===== src/rtl/seg_addr_pkg.sv =====
package seg_addr_pkg;
    localparam int SEG_W   = 16;
    localparam int OFF_W   = 16;
    localparam int SHIFT   = 4;
    localparam int ADDR_W  = SEG_W + SHIFT;
    localparam int NUM_SEG = 4;
    localparam int SEL_W   = $clog2(NUM_SEG);
    localparam int STEP    = 2;

    localparam logic [SEL_W-1:0] SEG_CODE  = 2'd0;
    localparam logic [SEL_W-1:0] SEG_DATA  = 2'd1;
    localparam logic [SEL_W-1:0] SEG_STACK = 2'd2;
    localparam logic [SEL_W-1:0] SEG_EXTRA = 2'd3;

    typedef enum logic {
        S_IDLE  = 1'b0,
        S_ISSUE = 1'b1
    } issue_state_t;
endpackage


===== src/rtl/seg_bank.sv =====
module seg_bank #(
    parameter int DW        = 16,
    parameter int NSEG      = 4,
    parameter int SW        = 2,
    parameter int CODE_IDX  = 0,
    parameter logic [DW-1:0] CODE_RST = '1
) (
    input  logic                   clk,
    input  logic                   rst_n,
    input  logic                   we,
    input  logic [SW-1:0]          sel,
    input  logic [DW-1:0]          wdata,
    output logic [NSEG-1:0][DW-1:0] bases
);
    for (genvar g = 0; g < NSEG; g++) begin : g_seg
        localparam logic [DW-1:0] RST_VAL = (g == CODE_IDX) ? CODE_RST : '0;
        always_ff @(posedge clk or negedge rst_n) begin
            if (!rst_n)
                bases[g] <= RST_VAL;
            else if (we && (sel == SW'(g)))
                bases[g] <= wdata;
        end
    end
endmodule


===== src/rtl/stack_ptr.sv =====
module stack_ptr #(
    parameter int DW   = 16,
    parameter int STEP = 2
) (
    input  logic          clk,
    input  logic          rst_n,
    input  logic          do_push,
    input  logic          do_pop,
    output logic [DW-1:0] sp_q,
    output logic [DW-1:0] sp_dec
);
    localparam logic [DW-1:0] STEP_V = DW'(STEP);

    logic [DW-1:0] sp_inc;

    always_comb begin
        sp_dec = sp_q - STEP_V;
        sp_inc = sp_q + STEP_V;
    end

    always_ff @(posedge clk or negedge rst_n) begin
        if (!rst_n)
            sp_q <= '0;
        else if (do_push)
            sp_q <= sp_dec;
        else if (do_pop)
            sp_q <= sp_inc;
    end
endmodule


===== src/rtl/phys_adder.sv =====
module phys_adder #(
    parameter int SEGW  = 16,
    parameter int OFFW  = 16,
    parameter int SHIFT = 4,
    parameter int AW    = SEGW + SHIFT
) (
    input  logic [SEGW-1:0] base,
    input  logic [OFFW-1:0] offset,
    output logic [AW-1:0]   addr
);
    localparam int SUM_W = ((SEGW + SHIFT) > OFFW ? (SEGW + SHIFT) : OFFW) + 1;

    logic [SUM_W-1:0] sum;

    always_comb begin
        sum  = SUM_W'({base, {SHIFT{1'b0}}}) + SUM_W'(offset);
        addr = sum[AW-1:0];
    end
endmodule


===== src/rtl/seg_addr_gen.sv =====
module seg_addr_gen
    import seg_addr_pkg::*;
(
    input  logic              clk,
    input  logic              rst_n,
    input  logic              seg_we,
    input  logic [SEL_W-1:0]  seg_sel,
    input  logic [SEG_W-1:0]  seg_wdata,
    input  logic              req_valid,
    input  logic [SEL_W-1:0]  req_type,
    input  logic [OFF_W-1:0]  req_offset,
    input  logic              push,
    input  logic              pop,
    output logic [ADDR_W-1:0] addr_out,
    output logic              addr_valid
);
    logic [NUM_SEG-1:0][SEG_W-1:0] bases;
    logic [OFF_W-1:0]  sp_q, sp_dec;
    logic              do_push, do_pop, do_req, accept;
    logic [SEG_W-1:0]  sel_base;
    logic [OFF_W-1:0]  sel_off;
    logic [ADDR_W-1:0] phys;
    issue_state_t      state_q, state_d;
    logic [ADDR_W-1:0] addr_q;

    seg_bank #(
        .DW(SEG_W), .NSEG(NUM_SEG), .SW(SEL_W),
        .CODE_IDX(int'(SEG_CODE)), .CODE_RST('1)
    ) u_bank (
        .clk(clk), .rst_n(rst_n), .we(seg_we),
        .sel(seg_sel), .wdata(seg_wdata), .bases(bases)
    );

    stack_ptr #(.DW(OFF_W), .STEP(STEP)) u_sp (
        .clk(clk), .rst_n(rst_n),
        .do_push(do_push), .do_pop(do_pop),
        .sp_q(sp_q), .sp_dec(sp_dec)
    );

    phys_adder #(.SEGW(SEG_W), .OFFW(OFF_W), .SHIFT(SHIFT), .AW(ADDR_W)) u_add (
        .base(sel_base), .offset(sel_off), .addr(phys)
    );

    // Arbitration: push, then pop, then explicit request.
    always_comb begin
        do_push = push;
        do_pop  = pop & ~push;
        do_req  = req_valid & ~push & ~pop;
        accept  = do_push | do_pop | do_req;
        if (do_push) begin
            sel_base = bases[SEG_STACK];
            sel_off  = sp_dec;
        end else if (do_pop) begin
            sel_base = bases[SEG_STACK];
            sel_off  = sp_q;
        end else begin
            sel_base = bases[req_type];
            sel_off  = req_offset;
        end
    end

    always_comb begin
        state_d = state_q;
        unique case (state_q)
            S_IDLE:  state_d = accept ? S_ISSUE : S_IDLE;
            S_ISSUE: state_d = accept ? S_ISSUE : S_IDLE;
            default: state_d = S_IDLE;
        endcase
    end

    always_ff @(posedge clk or negedge rst_n) begin
        if (!rst_n)
            state_q <= S_IDLE;
        else
            state_q <= state_d;
    end

    always_ff @(posedge clk or negedge rst_n) begin
        if (!rst_n)
            addr_q <= '0;
        else if (accept)
            addr_q <= phys;
    end

    always_comb begin
        addr_out   = addr_q;
        addr_valid = (state_q == S_ISSUE);
    end
endmodule


===== config.mk =====
export PLATFORM = sky130hd
export DESIGN_NAME = seg_addr_gen
export DESIGN_NICKNAME = d
export VERILOG_FILES = /design/src/rtl/seg_addr_pkg.sv /design/src/rtl/seg_bank.sv /design/src/rtl/stack_ptr.sv /design/src/rtl/phys_adder.sv /design/src/rtl/seg_addr_gen.sv
export SDC_FILE = /design/constraint.sdc
export NUM_CORES = 1
export LEC_CHECK = 0
export BUFFER_PORTS_ARGS = -buffer_cell sky130_fd_sc_hd__buf_4
export CORE_MARGIN = 3
export CORE_UTILIZATION = 30
export DETAILED_ROUTE_END_ITERATION = 10
export PLACE_DENSITY_LB_ADDON = 0.15
export REMOVE_ABC_BUFFERS = 1
export SKIP_CTS_REPAIR_TIMING = 1
export SYNTH_ARGS = -nofsm -noshare
export SYNTH_HDL_FRONTEND = slang
export SYNTH_SLANG_ARGS = --single-unit

===== constraint.sdc =====
create_clock -name clk -period 7.55 [get_ports clk]
set_input_delay 0.3775 -clock clk [delete_from_list [all_inputs] [get_ports clk]]
set_output_delay 0.3775 -clock clk [all_outputs]
set_load 0.01 [all_outputs]

==> flow_metrics.tcl <==
set metrics [dict create \
    status "complete, but fails checks" \
    failed_checks "hold timing" \
    syn_to_final_growth_pct 17.0 \
    power_mw 2.11 \
    synth_edf_count 0 \
    fp.dieH_um 144 \
    p_per_area_mw_per_mm2 313 \
    dieArea_mm2 0.0209 \
    ys_ff_latch 100 \
    critPathCaptureType "register" \
    initial_utilization_pct 31.3 \
    wl_per_cell_um 16.6 \
    hold_violations 3 \
    leakagePower_nw 2.83 \
    synthSimpleGateAreaFrac_pct 12.3 \
    drv_slew 0 \
    synth_compound_area_share_pct 13.7 \
    grt_usage_pct 13.5 \
    via_per_inst 5.09 \
    cts_made_buffers 9 \
    crit_arrival_ns 3.84 \
    grt.overflow.total 0 \
    crit_start "push" \
    hold_path.class "input pin to async pin" \
    grt_start_max_net_pins 65 \
    fin_ws_ns 3.98 \
    synth_fa_ha_area_share_pct 3.39 \
    global_route.usage.met2_pct 22.3 \
    top_usage_layer "met2" \
    fmaxAchievable_ghz 0.280 \
    yosysWarnings 0 \
    vias 4227 \
    antenna_found_initial 0 \
    synth_xor_area_share_pct 5.94 \
    drc 0 \
    core_area_mm2 0.0184 \
    drive_gt1_share_pct 28.9 \
    wl_um 13800 \
    fin_skew_ns 0.00471 \
    synth.distinct_cells 56 \
    cts_buffer_depth 2 \
    cts-root-buf "clkbuf_16" \
    num_io_pins 63 \
    cap_violations 0 \
    ant_nets 0 \
    regToRegSetupSlack_ns 4.04 \
    regToRegStartpoint "u_sp.sp_q[1]" \
    rsz0062_at_grt "no" \
    setup_viol 0 \
    drt_iter0_drc 196 \
    cts_tree "yes" \
    finalSetupTns_ns 0 \
    dp_hpwl_um 9730 \
    dp_slack_ns 3.57 \
    synth_top_family_by_area "multiplexers" \
    relSlewSlack_pct 32.3 \
    syn_inst 558 \
    finalHoldWorstSlack_ns -0.00816 \
    num_rows 49 \
    io_buffers 62 \
    synthMuxAreaShare_pct 16.4 \
    worstSetupPathType "input pin to register" \
    antennaDiodeCount 0 \
    min_period_ns 3.57 \
    met3_usage_pct 2.02 \
    cp-start-kind "input pin" \
    ys_seq_area_share_pct 43.9 \
    use_met1_pct 18.1 \
    synth_area_mm2 0.00575 \
    first_global_vias 4164 \
    die_w_um 144 \
    synth_area_per_cell_um2 10.3 \
    nets 654 \
    post-route-util_pct 36.6 \
    fin_crit_sh_pct 47.3 \
    insertion_delay_ns 0.35 \
    cts.htree.levels 3 \
    grt_pass1_wl_um 21800 \
    most-common-layout-cells "dfrtp_1 (84), mux2_2 (65), buf_4 (65), a21oi_1 (45), nor2_1 (40)" \
    cts_sinks 100 \
    worstMarginPinSlew_ns 1.01 \
    worstPathMaxFanout 50 \
    synth_ff_type "dfrtp_1" \
    ir_worst_vdd_mv 0.138 \
    layout_commonest_cell "dfrtp_1" \
    place.gp.congestion 0.787 \
    async_flop_share_pct 100 \
    clk_pin_slew_ns 0.07 \
    drt_first_pass_iters 4 \
    crit_required_ns 7.81 \
]
## kinds of logic (layout without fill, tap and decap cells)
logic type      after synthesis  after routing
mux                          86             86
compound gates              122            122
fa+ha+maj                    15             15
simple gates                135            135
xor+xnor                     39             39
flops                       100            100
buf+inv                      61            105
## cell usage after synthesis, drive strengths merged, types with 6 or more instances
cell type	n	share of area, %
nor3	22	2.1
xor2	14	2.1
clkbuf	24	1.6
nand2b	7	0.76
a21oi	45	3.9
inv	23	1.5
ha	14	3.0
o21ai	18	1.6
xnor2	25	3.8
a211oi	16	2.1
nand3	6	0.52
mux2	65	13
nand2	26	1.7
dfstp	16	7.3
nor2b	9	0.98
mux2i	21	3.7
dfrtp	84	37
nor2	42	2.8
buf	13	1.3
a221oi	12	1.8
## layout make-up
type / instances / area [um^2]
inverter: 24 / 90.1
timing repair buffer: 65 / 488
clock buffer: 10 / 239
fill: 1872 / 11700
sequential: 100 / 2520
clock inverter: 6 / 118
multi-input combinational: 397 / 2980
tap: 229 / 287
## path summary, 6_finish.rpt
path                       depth (start not counted)          endpoint
setup / recovery                                  15      addr_out[18]
hold / removal                                     1      u_sp.sp_q[5]
setup reg to reg                                  14      addr_out[18]
hold reg to reg                                    2      addr_out[17]
max in group asynchronous                          2  u_bank.bases[52]
min in group clk                                   2  u_bank.bases[57]
## registers in the layout (all words and copies together), names as in the netlist
| signal | count |
|---|---|
| u_bank.bases | 64 |
| addr_out | 20 |
| u_sp.sp_q | 15 |
| addr_valid | 1 |
## metrics by stage
stage | instances | cell area [um^2]
floorplan | 521 | 5590
global placement | 815 | 6370
detailed placement | 815 | 6370
CTS | 831 | 6720
global route | 831 | 6720
finish | 831 | 6720
## routing by layer
metal | up-vias | wire length [um]
li1 | 2081 | -
met1 | 2070 | 6470
met2 | 65 | 6660
met3 | 11 | 465
met4 | 0 | 187
met5 | - | 0
## worst max-delay path, cell delays in order
cell	delay, ns
buf_4	0.41
or2_2	0.58
nor3_1	0.09
a21oi_1	0.14
nor2_1	0.05
a221oi_1	0.23
ha_1	0.25
inv_1	0.07
fa_1	0.38
nand2b_1	0.17
a21o_1	0.18
a211oi_1	0.36
o221ai_1	0.22
xnor2_1	0.16
o21ai_0	0.16
## power breakdown
part,total (mW),switching [mW],internal (mW)
Clock,0.547,0.211,0.337
Combinational,0.713,0.356,0.357
Sequential,0.847,0.148,0.700
No activity file was read; power rests on OpenSTA's default activity.
